--- src/rtl/psw_pkg.sv ---
package psw_pkg;
  localparam int PSW_W  = 16;
  localparam int BYTE_W = 8;
  localparam int RB_W   = 4;

  // Field order matches bit positions 15 down to 0.
  typedef struct packed {
    logic [RB_W-1:0] rb;
    logic            v;
    logic            dir;
    logic            ie;
    logic            brk;
    logic            s;
    logic            z;
    logic            rsv5;
    logic            ac;
    logic            rsv3;
    logic            p;
    logic            ibrk;
    logic            cy;
  } psw_t;

  typedef enum logic [1:0] {
    CY_KEEP = 2'b00,
    CY_SET  = 2'b01,
    CY_CLR  = 2'b10,
    CY_INV  = 2'b11
  } cy_cmd_e;

  localparam int CW_DIR  = 0;
  localparam int CW_IE   = 1;
  localparam int CW_BRK  = 2;
  localparam int CW_IBRK = 3;
  localparam int CW_RB   = 4;
  localparam int CW_N    = 5;
endpackage

--- src/rtl/psw_status_calc.sv ---
module psw_status_calc #(
  parameter int DATA_W = 16,
  parameter int BYTE_W = 8
) (
  input  logic [DATA_W-1:0] result,
  input  logic              wide,
  output logic              sign,
  output logic              zero,
  output logic              parity
);
  localparam int HI_W = DATA_W - BYTE_W;

  logic [BYTE_W:0] par_chain;
  logic            lo_zero;
  logic            hi_zero;

  // Parity of the low byte as an explicit xor chain.
  assign par_chain[0] = 1'b0;
  for (genvar i = 0; i < BYTE_W; i++) begin : g_par
    assign par_chain[i+1] = par_chain[i] ^ result[i];
  end

  assign lo_zero = (result[BYTE_W-1:0] == '0);
  assign hi_zero = (result[DATA_W-1:BYTE_W] == {HI_W{1'b0}});

  always_comb begin
    if (wide) begin
      sign = result[DATA_W-1];
      zero = lo_zero & hi_zero;
    end else begin
      sign = result[BYTE_W-1];
      zero = lo_zero;
    end
    parity = ~par_chain[BYTE_W];
  end
endmodule

--- src/rtl/psw_carry_unit.sv ---
module psw_carry_unit
  import psw_pkg::*;
(
  input  logic       cur_cy,
  input  logic       alu_take,
  input  logic       alu_cy,
  input  logic [1:0] cmd,
  output logic       cy_upd,
  output logic       cy_val
);
  cy_cmd_e cmd_e;
  assign cmd_e = cy_cmd_e'(cmd);

  // A carry command takes precedence over the ALU carry.
  always_comb begin
    cy_upd = 1'b1;
    unique case (cmd_e)
      CY_SET:  cy_val = 1'b1;
      CY_CLR:  cy_val = 1'b0;
      CY_INV:  cy_val = ~cur_cy;
      default: begin
        cy_val = alu_cy;
        cy_upd = alu_take;
      end
    endcase
  end
endmodule

--- src/rtl/psw_state_reg.sv ---
module psw_state_reg
  import psw_pkg::*;
(
  input  logic              clk,
  input  logic              rst_n,
  input  logic              alu_take,
  input  logic              alu_v,
  input  logic              alu_s,
  input  logic              alu_z,
  input  logic              alu_ac,
  input  logic              alu_p,
  input  logic              cy_upd,
  input  logic              cy_val,
  input  logic [CW_N-1:0]   ctrl_we,
  input  logic [RB_W-1:0]   ctrl_rb,
  input  logic              ctrl_dir,
  input  logic              ctrl_ie,
  input  logic              ctrl_brk,
  input  logic              ctrl_ibrk,
  input  logic              int_entry,
  input  logic              stk_restore,
  input  logic [PSW_W-1:0]  stk_word,
  input  logic              byte_load,
  input  logic [BYTE_W-1:0] byte_in,
  output psw_t              q
);
  psw_t nxt;
  psw_t stk_v;
  psw_t byt_v;

  assign stk_v = psw_t'(stk_word);
  assign byt_v = psw_t'({{(PSW_W-BYTE_W){1'b0}}, byte_in});

  // Lowest priority first; later assignments win.
  always_comb begin
    nxt = q;
    if (alu_take) begin
      nxt.v  = alu_v;
      nxt.s  = alu_s;
      nxt.z  = alu_z;
      nxt.ac = alu_ac;
      nxt.p  = alu_p;
    end
    if (cy_upd) nxt.cy = cy_val;
    if (ctrl_we[CW_DIR])  nxt.dir  = ctrl_dir;
    if (ctrl_we[CW_IE])   nxt.ie   = ctrl_ie;
    if (ctrl_we[CW_BRK])  nxt.brk  = ctrl_brk;
    if (ctrl_we[CW_IBRK]) nxt.ibrk = ctrl_ibrk;
    if (ctrl_we[CW_RB])   nxt.rb   = ctrl_rb;
    if (stk_restore) begin
      nxt    = stk_v;
      nxt.rb = q.rb;
    end else if (byte_load) begin
      nxt.s    = byt_v.s;
      nxt.z    = byt_v.z;
      nxt.ac   = byt_v.ac;
      nxt.p    = byt_v.p;
      nxt.ibrk = byt_v.ibrk;
      nxt.cy   = byt_v.cy;
    end
    if (int_entry) begin
      nxt.ie  = 1'b0;
      nxt.brk = 1'b0;
    end
    nxt.rsv5 = 1'b0;
    nxt.rsv3 = 1'b0;
  end

  always_ff @(posedge clk or negedge rst_n) begin
    if (!rst_n) q <= '0;
    else        q <= nxt;
  end
endmodule

--- src/rtl/psw_unit.sv ---
module psw_unit
  import psw_pkg::*;
#(
  parameter int DATA_W = PSW_W,
  parameter int LOW_W  = BYTE_W,
  parameter int BANK_W = RB_W,
  parameter int NCTRL  = CW_N
) (
  input  logic              clk,
  input  logic              rst_n,
  input  logic              alu_valid,
  output logic              alu_ready,
  input  logic [DATA_W-1:0] alu_result,
  input  logic              alu_wide,
  input  logic              alu_carry,
  input  logic              alu_aux,
  input  logic              alu_ovf,
  input  logic [1:0]        cy_cmd,
  input  logic [NCTRL-1:0]  ctrl_we,
  input  logic [BANK_W-1:0] ctrl_rb,
  input  logic              ctrl_dir,
  input  logic              ctrl_ie,
  input  logic              ctrl_brk,
  input  logic              ctrl_ibrk,
  input  logic              int_entry,
  input  logic              stk_restore,
  input  logic [DATA_W-1:0] stk_word,
  input  logic              byte_load,
  input  logic [LOW_W-1:0]  byte_in,
  output logic [DATA_W-1:0] psw_word,
  output logic [LOW_W-1:0]  psw_low,
  output logic              f_cy,
  output logic              f_p,
  output logic              f_ac,
  output logic              f_z,
  output logic              f_s,
  output logic              f_v,
  output logic              f_ibrk,
  output logic              f_brk,
  output logic              f_ie,
  output logic              f_dir,
  output logic [BANK_W-1:0] f_rb
);
  psw_t st;
  logic alu_take;
  logic calc_s, calc_z, calc_p;
  logic cy_upd, cy_val;

  // Restore and byte load own the status flags, so the stream waits.
  assign alu_ready = ~(stk_restore | byte_load);
  assign alu_take  = alu_valid & alu_ready;

  psw_status_calc #(.DATA_W(DATA_W), .BYTE_W(LOW_W)) u_calc (
    .result (alu_result),
    .wide   (alu_wide),
    .sign   (calc_s),
    .zero   (calc_z),
    .parity (calc_p)
  );

  psw_carry_unit u_carry (
    .cur_cy   (st.cy),
    .alu_take (alu_take),
    .alu_cy   (alu_carry),
    .cmd      (cy_cmd),
    .cy_upd   (cy_upd),
    .cy_val   (cy_val)
  );

  psw_state_reg u_state (
    .clk         (clk),
    .rst_n       (rst_n),
    .alu_take    (alu_take),
    .alu_v       (alu_ovf),
    .alu_s       (calc_s),
    .alu_z       (calc_z),
    .alu_ac      (alu_aux),
    .alu_p       (calc_p),
    .cy_upd      (cy_upd),
    .cy_val      (cy_val),
    .ctrl_we     (ctrl_we),
    .ctrl_rb     (ctrl_rb),
    .ctrl_dir    (ctrl_dir),
    .ctrl_ie     (ctrl_ie),
    .ctrl_brk    (ctrl_brk),
    .ctrl_ibrk   (ctrl_ibrk),
    .int_entry   (int_entry),
    .stk_restore (stk_restore),
    .stk_word    (stk_word),
    .byte_load   (byte_load),
    .byte_in     (byte_in),
    .q           (st)
  );

  assign psw_word = st;
  assign psw_low  = psw_word[LOW_W-1:0];
  assign f_cy   = st.cy;
  assign f_p    = st.p;
  assign f_ac   = st.ac;
  assign f_z    = st.z;
  assign f_s    = st.s;
  assign f_v    = st.v;
  assign f_ibrk = st.ibrk;
  assign f_brk  = st.brk;
  assign f_ie   = st.ie;
  assign f_dir  = st.dir;
  assign f_rb   = st.rb;
endmodule

--- config.mk ---
export PLATFORM = sky130hd
export DESIGN_NAME = psw_unit
export DESIGN_NICKNAME = d
export VERILOG_FILES = /design/src/rtl/psw_pkg.sv /design/src/rtl/psw_status_calc.sv /design/src/rtl/psw_carry_unit.sv /design/src/rtl/psw_state_reg.sv /design/src/rtl/psw_unit.sv
export SDC_FILE = /design/constraint.sdc
export NUM_CORES = 1
export LEC_CHECK = 0
export BUFFER_PORTS_ARGS = -buffer_cell sky130_fd_sc_hd__buf_2
export CELL_PAD_IN_SITES_DETAIL_PLACEMENT = 0
export CELL_PAD_IN_SITES_GLOBAL_PLACEMENT = 1
export CORE_MARGIN = 2
export CORE_UTILIZATION = 23
export CTS_CLUSTER_SIZE = 8
export DETAILED_ROUTE_END_ITERATION = 7
export GPL_ROUTABILITY_DRIVEN = 0
export PLACE_DENSITY = 0.84
export SLEW_MARGIN = 20
export SYNTH_ARGS = -nofsm -noshare
export SYNTH_HDL_FRONTEND = slang
export SYNTH_SLANG_ARGS = --single-unit
export TNS_END_PERCENT = 5
--- constraint.sdc ---
create_clock -name clk -period 1.2 [get_ports clk]
set_input_delay 0.12 -clock clk [delete_from_list [all_inputs] [get_ports clk]]
set_output_delay 0.12 -clock clk [all_outputs]
set_load 0.02 [all_outputs]
==> run metrics, run 1 <==
Clock Pin Slew Worst Setup and Hold Paths=60 ps; EDFF count, synth=0; Cell Area, Placed=1380 µm²; diode count=0; drc violations=0; top_reg_cell synth=dfrtp_1; clock root buffer=clkbuf_8; met2 GRT Util=0.193; Netlist cell types=30; Die W=70.1 µm; Critical Path AT=1220 ps; detailed-route via count=about 1000; Pins Over Slew Limit=0; I/O pin count=between 100 and 150; P per Cell Area=1100 nW/µm²; crit path from=alu_result[15]; Commonest cells post-synth=24 x buf_4, 14 x dfrtp_1, 12 x nor2_1; Final Critical Period=1070 ps; Hold Buf Count CTS=1; first-pass GRT wire length=4.28 mm; pre-CTS setup slack=-130 ps; DP Cell Count=237; post-route clock period utilization=0.892; num rows=24; HP Class=in -> reg; Fmax=roughly 930 MHz; Clock Path Buffers=2; Worst setup EP type=flop; met1 Usage GRT=0.132; via density per instance=roughly 4.2; fillcell total=486; routed len/inst=between 10 and 15 µm; Largest register FFs=14; Final #Nets=257; Cell Area, Synth=approximately 1000 µm²; top flop regs=u_state.q x14; Largest Register=u_state.q; Post-synth ARST share=1.00; total core area=4290 µm²; peak supply drop=between 0.3 and 0.4 mV; vias in the first global route=966; top post-synthesis cells by area=dfrtp_1 35%, buf_4 18%, mux2i_1 6.0%; Worst Clk Skew=0 ps; Max Cap Viol=0; CP peak stage delay=510 ps; post-route cell area=1450 µm²; Yosys reg bits=14; worst flop-to-flop path endpoint=u_state.q[0]; critical path's slowest cell=or4_1; status=finished clean; DPL Wire Length=2.22 mm; First DRT Iteration DRCs=29; met3 GRT Util=0.0289; RSZ-0062 raised after global routing=false; Worst Setup EP=u_state.q[6]; Reg2Reg Setup Slack=240 ps; Skew-Pair Late Insertion Delay=approximately 240 ps; Overflow after GRT=0; worst-path fanout max=2; Synth Warn #=0; worst path cell trace=buf_2, or4_1, o21ai_1, a221oi_1, o31ai_1; reg2reg start=u_state.q[0]; post-cts gate resize count=0; Critical Path Start Type=input port; Tot GR Track Use=0.108; Avg Inst Size Synth=8.89 µm²; H-tree depth=1; Yosys top cell by area=dfrtp_1; initial antenna violation count=0; number of port buffers=91; CTS tree=done; Layout area overhead=43.8%; clock buffer count from CTS=3; post-synthesis cell count=113; Setup Buffers After CTS=0; Die Area=4910 µm²; cells on worst reg2reg path=3; count leader, synth=buf_4; worst path required time=1350 ps; Seq/Total Area, Yosys=0.349; Final Hold Fails=0; DRT antenna net count=0; final setup fails=0; Crit Path Class=in -> reg; Pleak=around 0.8 nW; grt peak-use layer=met2; Detailed Routing Iterations Pass 1=4; DRT Wirelength=2.59 mm; largest net degree at the start of global routing=15; Final WS setup=130 ps; clock sinks=14; final std cells w/o fill=around 240; initial core utilization=0.234; layout cell share with drive strength beyond 1=0.558; DIE HEIGHT=~70 µm; Synth top area share=0.349
[cells in the final DEF, fill, tap and decap left out, types with 2 or more instances in the layout]
| cell type | n |
|---|---|
| a21oi_1 | 5 |
| a221oi_1 | 2 |
| buf_2 | 91 |
| buf_4 | 5 |
| clkbuf_8 | 4 |
| conb_1 | 4 |
| dfrtp_1 | 14 |
| inv_1 | 4 |
| mux2_2 | 5 |
| mux2i_1 | 6 |
| nand2_1 | 9 |
| nor2_1 | 12 |
| o21ai_0 | 6 |
| or4_1 | 2 |
| xnor2_1 | 4 |
| xor2_1 | 2 |
[worst min path at each step]
stage | depth (start not counted) | from | endpoint | slack (ps)
2_1_floorplan | 0 | rst_n | u_state.q[0] | -180
3_3_place_gp | 1 | rst_n | u_state.q[13] | 40
3_5_place_dp | 1 | rst_n | u_state.q[13] | 50
4_1_cts | 2 | int_entry | u_state.q[8] | 40
5_1_grt | 2 | int_entry | u_state.q[8] | 40
6_report | 2 | int_entry | u_state.q[8] | 40
[where the power goes]
| group | internal [mW] | switching, mW | leakage (nW) |
|---|---|---|---|
| registers | 0.524 | 0.0395 | 0.169 |
| clock network | 0.290 | 0.158 | 0.0288 |
| logic | 0.246 | 0.333 | 0.599 |
| total | 1.06 | 0.531 | 0.797 |
[final cells by class]
type	count	area, µm²	share of cell area
Clock buffer	4	55.1	0.0381
Inverter	4	15.0	0.0104
Multi-Input combinational cell	71	457	0.316
Sequential cell	14	350	0.242
Tap cell	52	65.1	0.0450
Timing Repair Buffer	97	503	0.348
[layer usage]
layer  wire length [µm]  share of wire
met2               1310           0.51
met5                  0              0
met4                 18         0.0069
met1               1080           0.42
met3                185          0.071
[critical path: cells and delay by family]
kind                   cells  cell delay (ps)
buffers and inverters      1              100
AO/OA/AOI/OAI              3              490
AND/OR/NAND/NOR            1              510
[stage by stage]
step	hold WS, ps	TNS, ps	utilization	power, mW
after floorplan	-176	0	-	1.00
after detailed placement	48.3	-187	0.321	1.16
after global placement	43.3	-135	0.321	1.15
final	43.7	0	0.337	1.59
after CTS	36.3	0	0.337	1.63
after global routing	44.5	0	0.337	1.69
[logic make-up (layout without fill, tap and decap cells)]
group / Yosys count / after routing / share of synthesized area
AO/OA/AOI/OAI: 20 / 20 / 0.127
AND/OR/NAND/NOR: 29 / 29 / 0.132
multiplexers: 11 / 11 / 0.116
other: 1 / 4 / 0.00373
adder cells (fa/ha/maj): 1 / 1 / 0.0125
XOR/XNOR: 6 / 6 / 0.0523
flip-flops: 14 / 14 / 0.349
buffers and inverters: 31 / 105 / 0.208
No activity file was read; power rests on OpenSTA's default activity.
==> run 2: changes to the inputs <==
--- a/config.mk
+++ b/config.mk
@@ -9,11 +9,11 @@
 export CELL_PAD_IN_SITES_DETAIL_PLACEMENT = 0
 export CELL_PAD_IN_SITES_GLOBAL_PLACEMENT = 1
 export CORE_MARGIN = 2
-export CORE_UTILIZATION = 23
+export CORE_UTILIZATION = 24
 export CTS_CLUSTER_SIZE = 8
 export DETAILED_ROUTE_END_ITERATION = 7
 export GPL_ROUTABILITY_DRIVEN = 0
-export PLACE_DENSITY = 0.84
+export PLACE_DENSITY = 0.87
 export SLEW_MARGIN = 20
 export SYNTH_ARGS = -nofsm -noshare
 export SYNTH_HDL_FRONTEND = slang
==> constraint.sdc (replaced) <==
create_clock -name clk -period 1.3 [get_ports clk]
set_input_delay 0.13 -clock clk [delete_from_list [all_inputs] [get_ports clk]]
set_output_delay 0.13 -clock clk [all_outputs]
set_load 0.02 [all_outputs]
==> run 2 against run 1 <==
Compared with the run above: core utilization increased by 1.6 points; setup slack gained 120 ps; via count barely moved; sequential power down 8.2%; sequential cell count stayed put; clock power shrank 4.7%; largest power group unchanged.
==> run metrics, run 2 (same netlist as run 1, synthesis figures left out) <==
worst flop-to-flop path endpoint=u_state.q[0]; hold endpoint=u_state.q[8]; Final #Nets=254 (-1.2%); diode count=0 (unchanged); clock power share=0.290 (+0.008); switching power=0.502 mW (-5.4%); Worst Path Buf+Inv=1 (unchanged); total core area=4030 µm² (-6.2%); worst path required time=1460 ps (+110 ps); top flop regs=u_state.q x14; clock root buffer=clkbuf_8; H-tree depth=1 (unchanged); Largest Register=u_state.q; peak supply drop=0.320 mV (-4.4%); Comb power frac=0.359 (-0.005); layout cell share with drive strength beyond 1=0.551 (-0.00709); reg2reg start=u_state.q[0]; Max Cap Viol=0 (unchanged); HP Class=in -> reg; Tot GR Track Use=0.108 (-0.000594); first-pass GRT wire length=3.75 mm (-12%); Hold Startpoint=int_entry; Worst Clk Skew=0 ps (unchanged); Final TNS setup=0 ps (unchanged); cells on worst reg2reg path=3 (unchanged); initial antenna violation count=0 (unchanged); routed len/inst=10.6 µm (-0.73%); crit path from=alu_result[10]; Die W=68.7 µm (-2.0%); Skew-Pair Late Insertion Delay=240 ps (about the same); worst path cell trace=buf_2, or4_1, o21ai_1, a221oi_1, o31ai_1; Overflow after GRT=0 (unchanged); critical path's slowest cell=or4_1; number of port buffers=91 (unchanged); Clock Path Buffers=2 (unchanged); post-route clock period utilization=0.808; post-cts gate resize count=0 (unchanged); RSZ-0062 raised after global routing=false; DRT antenna net count=0 (unchanged); I/O pin count=104 (unchanged); Detailed Routing Iterations Pass 1=4 (unchanged); CTS tree=done; Worst setup EP type=flop; switching part of the total=0.340 (+0.00692); final std cells w/o fill=237 (-2.1%); Top delay family on crit path=simple AND/OR/NAND/NOR gates; First DRT Iteration DRCs=34 (+17%); Fmax=952 MHz; Largest register FFs=14 (unchanged); Hold WS=55.6 ps (+11.9 ps); Reg2Reg Setup Slack=300 ps (+60 ps); CP peak stage delay=520 ps (about the same); Critical Path AT=1210 ps (about the same); drc violations=0 (unchanged); status=finished clean; Clock Pin Slew Worst Setup and Hold Paths=70 ps (about the same); Internal Pwr Total=0.973 mW (-8.3%); num rows=23 (-4.2%); leading cell type in the layout, fill and taps excluded=buf_2; DRT Wirelength=2.52 mm (-2.8%); share of power burned in registers=0.351 (-0.003); clock sinks=14 (unchanged); DPL Wire Length=2.16 mm (-2.5%); Final Hold Fails=0 (unchanged); vias in the first global route=870 (-9.9%); P per Cell Area=1040 nW/µm² (-5.7%); commonest non-fill, non-tap cells in the layout=91 x buf_2, 14 x dfrtp_1, 12 x nor2_1, 9 x nand2_1; DIE HEIGHT=68.7 µm (-2.0%); DP Cell Count=232 (-2.1%); Die Area=4720 µm² (-3.9%); initial core utilization=0.249 (+0.0154); clock buffer count from CTS=3 (unchanged); worst-path fanout max=1 (-1); Final Critical Period=approximately 1100 ps; Critical Path Start Type=input port; detailed-route via count=1006 (-0.099%); WP depth=5 (unchanged); fillcell total=447 (-8.0%); largest net degree at the start of global routing=15 (unchanged); Layout area overhead=41.3%; Pleak=0.782 nW (-1.8%); Pins Over Slew Limit=0 (unchanged); Hold Path Stages=2 (unchanged); Crit Path Class=in -> reg; final setup fails=0 (unchanged); via density per instance=4.24 (+2.0%)
[run 2: cell types whose count changed in the layout (fill, tap and decap cells not counted)]
cell | before | now
buf_4 | 5 | 2
[run 2: worst max-delay path by stage]
stage,endpoint,slack (ps)
final,u_state.q[6],250
after global placement,u_state.q[6],-10
after global routing,u_state.q[6],130
after CTS,u_state.q[6],240
after floorplan,u_state.q[6],150
after detailed placement,u_state.q[6],-20
[run 2: layout make-up]
| type | instances | area, µm² | share of cell area |
|---|---|---|---|
| Clock buffer | 4 | 55.1 | 0.0388 |
| Inverter | 4 | 15.0 | 0.0106 |
| Timing Repair Buffer | 94 | 480 | 0.338 |
| Sequential cell | 14 | 350 | 0.247 |
| Tap cell | 50 | 62.6 | 0.0441 |
| Multi-Input combinational cell | 71 | 457 | 0.322 |
[run 2: repair_timing]
action / in CTS / in global routing
hold endpoints to repair: 14 / 0
endpoints found under the setup margin: 0 / 0
hold buffers: 1 / 0
setup buffers: 0 / 0
[run 2: power groups by stage]
stage	Combinational (mW)	Clock, mW	Sequential, mW
2_1_floorplan	0.338	0	0.587
3_3_place_gp	0.532	0	0.526
3_5_place_dp	0.532	0	0.528
4_1_cts	0.536	0.450	0.521
5_1_grt	0.585	0.464	0.532
6_report	0.529	0.428	0.518
[run 2: worst reg2reg max path, stage by stage, from the launching register on]
cell	delay, ps
dfrtp_1	400
a21oi_1	80
a221oi_1	250
o21ai_0	130
[run 2: through the flow]
stage                     cell area, µm²  worst slack [ps]  power (mW)   util
after detailed placement            1360             -21.2        1.06  0.336
final                               1420               250        1.47  0.352
after CTS                           1420               240        1.51  0.352
after floorplan                     1020               148       0.925      -
after global routing                1420               134        1.58  0.352
after global placement              1360             -12.2        1.06  0.336
[run 2: metal layers]
metal  vias to the layer above  global-route usage  routed length [µm]
met5                         -                   0                   0
li1                        506                   -                   -
met2                        50               0.191                1190
met1                       448               0.129                1060
met3                         2              0.0260                 268
met4                         0              0.0294                   8
==> run 3: changes to the inputs <==
--- a/config.mk
+++ b/config.mk
@@ -9,11 +9,11 @@
 export CELL_PAD_IN_SITES_DETAIL_PLACEMENT = 0
 export CELL_PAD_IN_SITES_GLOBAL_PLACEMENT = 1
 export CORE_MARGIN = 2
-export CORE_UTILIZATION = 24
+export CORE_UTILIZATION = 20
 export CTS_CLUSTER_SIZE = 8
 export DETAILED_ROUTE_END_ITERATION = 7
 export GPL_ROUTABILITY_DRIVEN = 0
-export PLACE_DENSITY = 0.87
+export PLACE_DENSITY = 0.78
 export SLEW_MARGIN = 20
 export SYNTH_ARGS = -nofsm -noshare
 export SYNTH_HDL_FRONTEND = slang
==> constraint.sdc (replaced) <==
create_clock -name clk -period 0.9 [get_ports clk]
set_input_delay 0.09 -clock clk [delete_from_list [all_inputs] [get_ports clk]]
set_output_delay 0.09 -clock clk [all_outputs]
set_load 0.02 [all_outputs]
==> run 3 against run 2 <==
Compared with the run above: the run now ends with negative setup slack left; core utilization decreased by 1.3 points; power increased by 48%; highest routed layer unchanged; via count increased by 3.8%; sequential share of layout area decreased by 3.1 points; first-iteration DRC count decreased by 26%; critical path depth decreased by 3.
==> run metrics, run 3 (same netlist as run 1, synthesis figures left out) <==
first-pass GRT wire length=4.26 mm (+13%); Largest Register=u_state.q; DIE HEIGHT=74.9 µm (+9.0%); failing checks=negative setup slack; number of port buffers=91 (unchanged); H-tree depth=1 (unchanged); worst path cell trace=buf_6, buf_6; total core area=4790 µm² (+19%); Hold WS=14.9 ps (-40.7 ps); peak supply drop=0.523 mV (+63%); initial core utilization=0.210 (-0.0394); Worst Clk Skew=0 ps (unchanged); Final Hold Fails=0 (unchanged); Clock Pin Slew Worst Setup and Hold Paths=60 ps (about the same); Max Cap Viol=0 (unchanged); critical path's slowest cell=dfrtp_1; Final #Nets=265 (+4.3%); worst-path fanout max=4 (+3); Critical Path AT=890 ps (-320 ps); Die W=74.9 µm (+9.0%); Fmax=1020 MHz; P per Cell Area=1340 nW/µm² (+29%); status=finished, violations left; Crit Path Class=reg -> out; num rows=25 (+8.7%); drc violations=0 (unchanged); Worst setup EP type=primary output; worst flop-to-flop path endpoint=u_state.q[7]; layout cell share with drive strength beyond 1=0.604 (+0.0533); cells on worst reg2reg path=4 (+1); Tot GR Track Use=0.101 (-0.00691); hold endpoint=u_state.q[9]; Detailed Routing Iterations Pass 1=4 (unchanged); leading cell type in the layout, fill and taps excluded=buf_2; clock sinks=14 (unchanged); pre-CTS setup slack=-309 ps (-288 ps); diode count=0 (unchanged); Hold Startpoint=int_entry; Skew-Pair Late Insertion Delay=240 ps (about the same); Top delay family on crit path=flip-flops; DPL Wire Length=2.33 mm (+7.7%); First DRT Iteration DRCs=25 (-26%); vias in the first global route=1011 (+16%); largest net degree at the start of global routing=15 (unchanged); routed len/inst=10.7 µm (+0.46%); clock root buffer=clkbuf_8; I/O pin count=104 (unchanged); reg2reg start=u_state.q[7]; Crit path top cell by count=buf_6; Pins Over Slew Limit=0 (unchanged); clock buffer count from CTS=3 (unchanged); worst path required time=810 ps (-650 ps); via density per instance=3.95 (-6.8%); detailed-route via count=1044 (+3.8%); Largest register FFs=14 (unchanged); Final WS setup=-76.1 ps (-326 ps); Final Critical Period=976 ps; RSZ-0062 raised after global routing=true; commonest non-fill, non-tap cells in the layout=81 x buf_2, 14 x dfrtp_1, 13 x buf_6, 11 x nor2_1; DRT antenna net count=0 (unchanged); post-route clock period utilization=1.08; CP peak stage delay=390 ps (-130 ps); Critical Path Start Type=flop; DRT Wirelength=2.82 mm (+12%); Die Area=5610 µm² (+19%); top flop regs=u_state.q x14; Worst Path Buf+Inv=2 (+1); initial antenna violation count=0 (unchanged); HP Class=in -> reg; final setup fails=21 (+21); Pleak=0.858 nW (+9.7%); Hold Path Stages=2 (unchanged); Layout area overhead=61.8%; CTS tree=done; Clock Path Buffers=2 (unchanged); Reg2Reg Setup Slack=-10 ps (-310 ps); Overflow after GRT=0 (unchanged)
[run 3: cell types whose count changed in the layout (fill, tap and decap cells not counted), sizes merged]
cell    previous run  this run
clkbuf             4         3
buf               93       104
[run 3: worst reg2reg max path, delay by kind of cell (launching register included)]
kind,cells,cell delay (ps)
buf+inv,1,140
compound gates,2,210
simple gates,1,70
flops,1,390
[run 3: final cells by class]
type,count,area [µm²]
Clock buffer,3,41.3
Tap cell,67,83.8
Timing Repair Buffer,105,649
Sequential cell,14,350
Fill cell,529,3160
Multi-Input combinational cell,71,485
Inverter,4,15.0
[run 3: how the worst max path moves through the flow]
stage / endpoint / slack, ps / depth (start not counted) / startpoint
3_5_place_dp: u_state.q[6] / -310 / 5 / alu_result[15]
6_report: f_cy / -80 / 2 / u_state.q[0]
4_1_cts: psw_word[0] / -90 / 2 / u_state.q[0]
3_3_place_gp: u_state.q[6] / -310 / 5 / alu_result[10]
5_1_grt: f_cy / -110 / 2 / u_state.q[0]
2_1_floorplan: u_state.q[6] / -170 / 4 / alu_result[10]
[run 3: power by group]
| part | internal, mW | switching, mW |
|---|---|---|
| logic | 0.433 | 0.483 |
| registers | 0.698 | 0.0474 |
| clock network | 0.296 | 0.223 |
[run 3: metrics by stage]
stage	total power [mW]	util	cells	TNS [ps]	cell area (µm²)
2_1_floorplan	1.34	-	116	-691	1030
3_3_place_gp	1.58	0.308	259	-930	1480
5_1_grt	2.32	0.340	264	-1890	1630
3_5_place_dp	1.59	0.308	259	-945	1480
4_1_cts	2.21	0.335	264	-1100	1600
6_report	2.18	0.340	264	-776	1630
[run 3: repair_timing]
| action | 4_1_cts | 5_1_grt |
|---|---|---|
| setup buffers | 1 | 0 |
| endpoints found under the hold margin | 14 | 0 |
| endpoints found under the setup margin | 24 | 40 |
| gates resized for setup | 22 | 6 |
| hold buffers | 1 | 0 |
| pin swaps | 2 | 4 |
[run 3: layer usage]
metal | vias to the layer above | routed length, µm | global-route usage | part of all wire
li1 | 526 | - | - | -
met1 | 463 | 1140 | 0.107 | 0.40
met2 | 51 | 1430 | 0.190 | 0.51
met3 | 4 | 229 | 0.0321 | 0.081
met4 | 0 | 18 | 0.0278 | 0.0064
met5 | - | 0 | 0 | 0
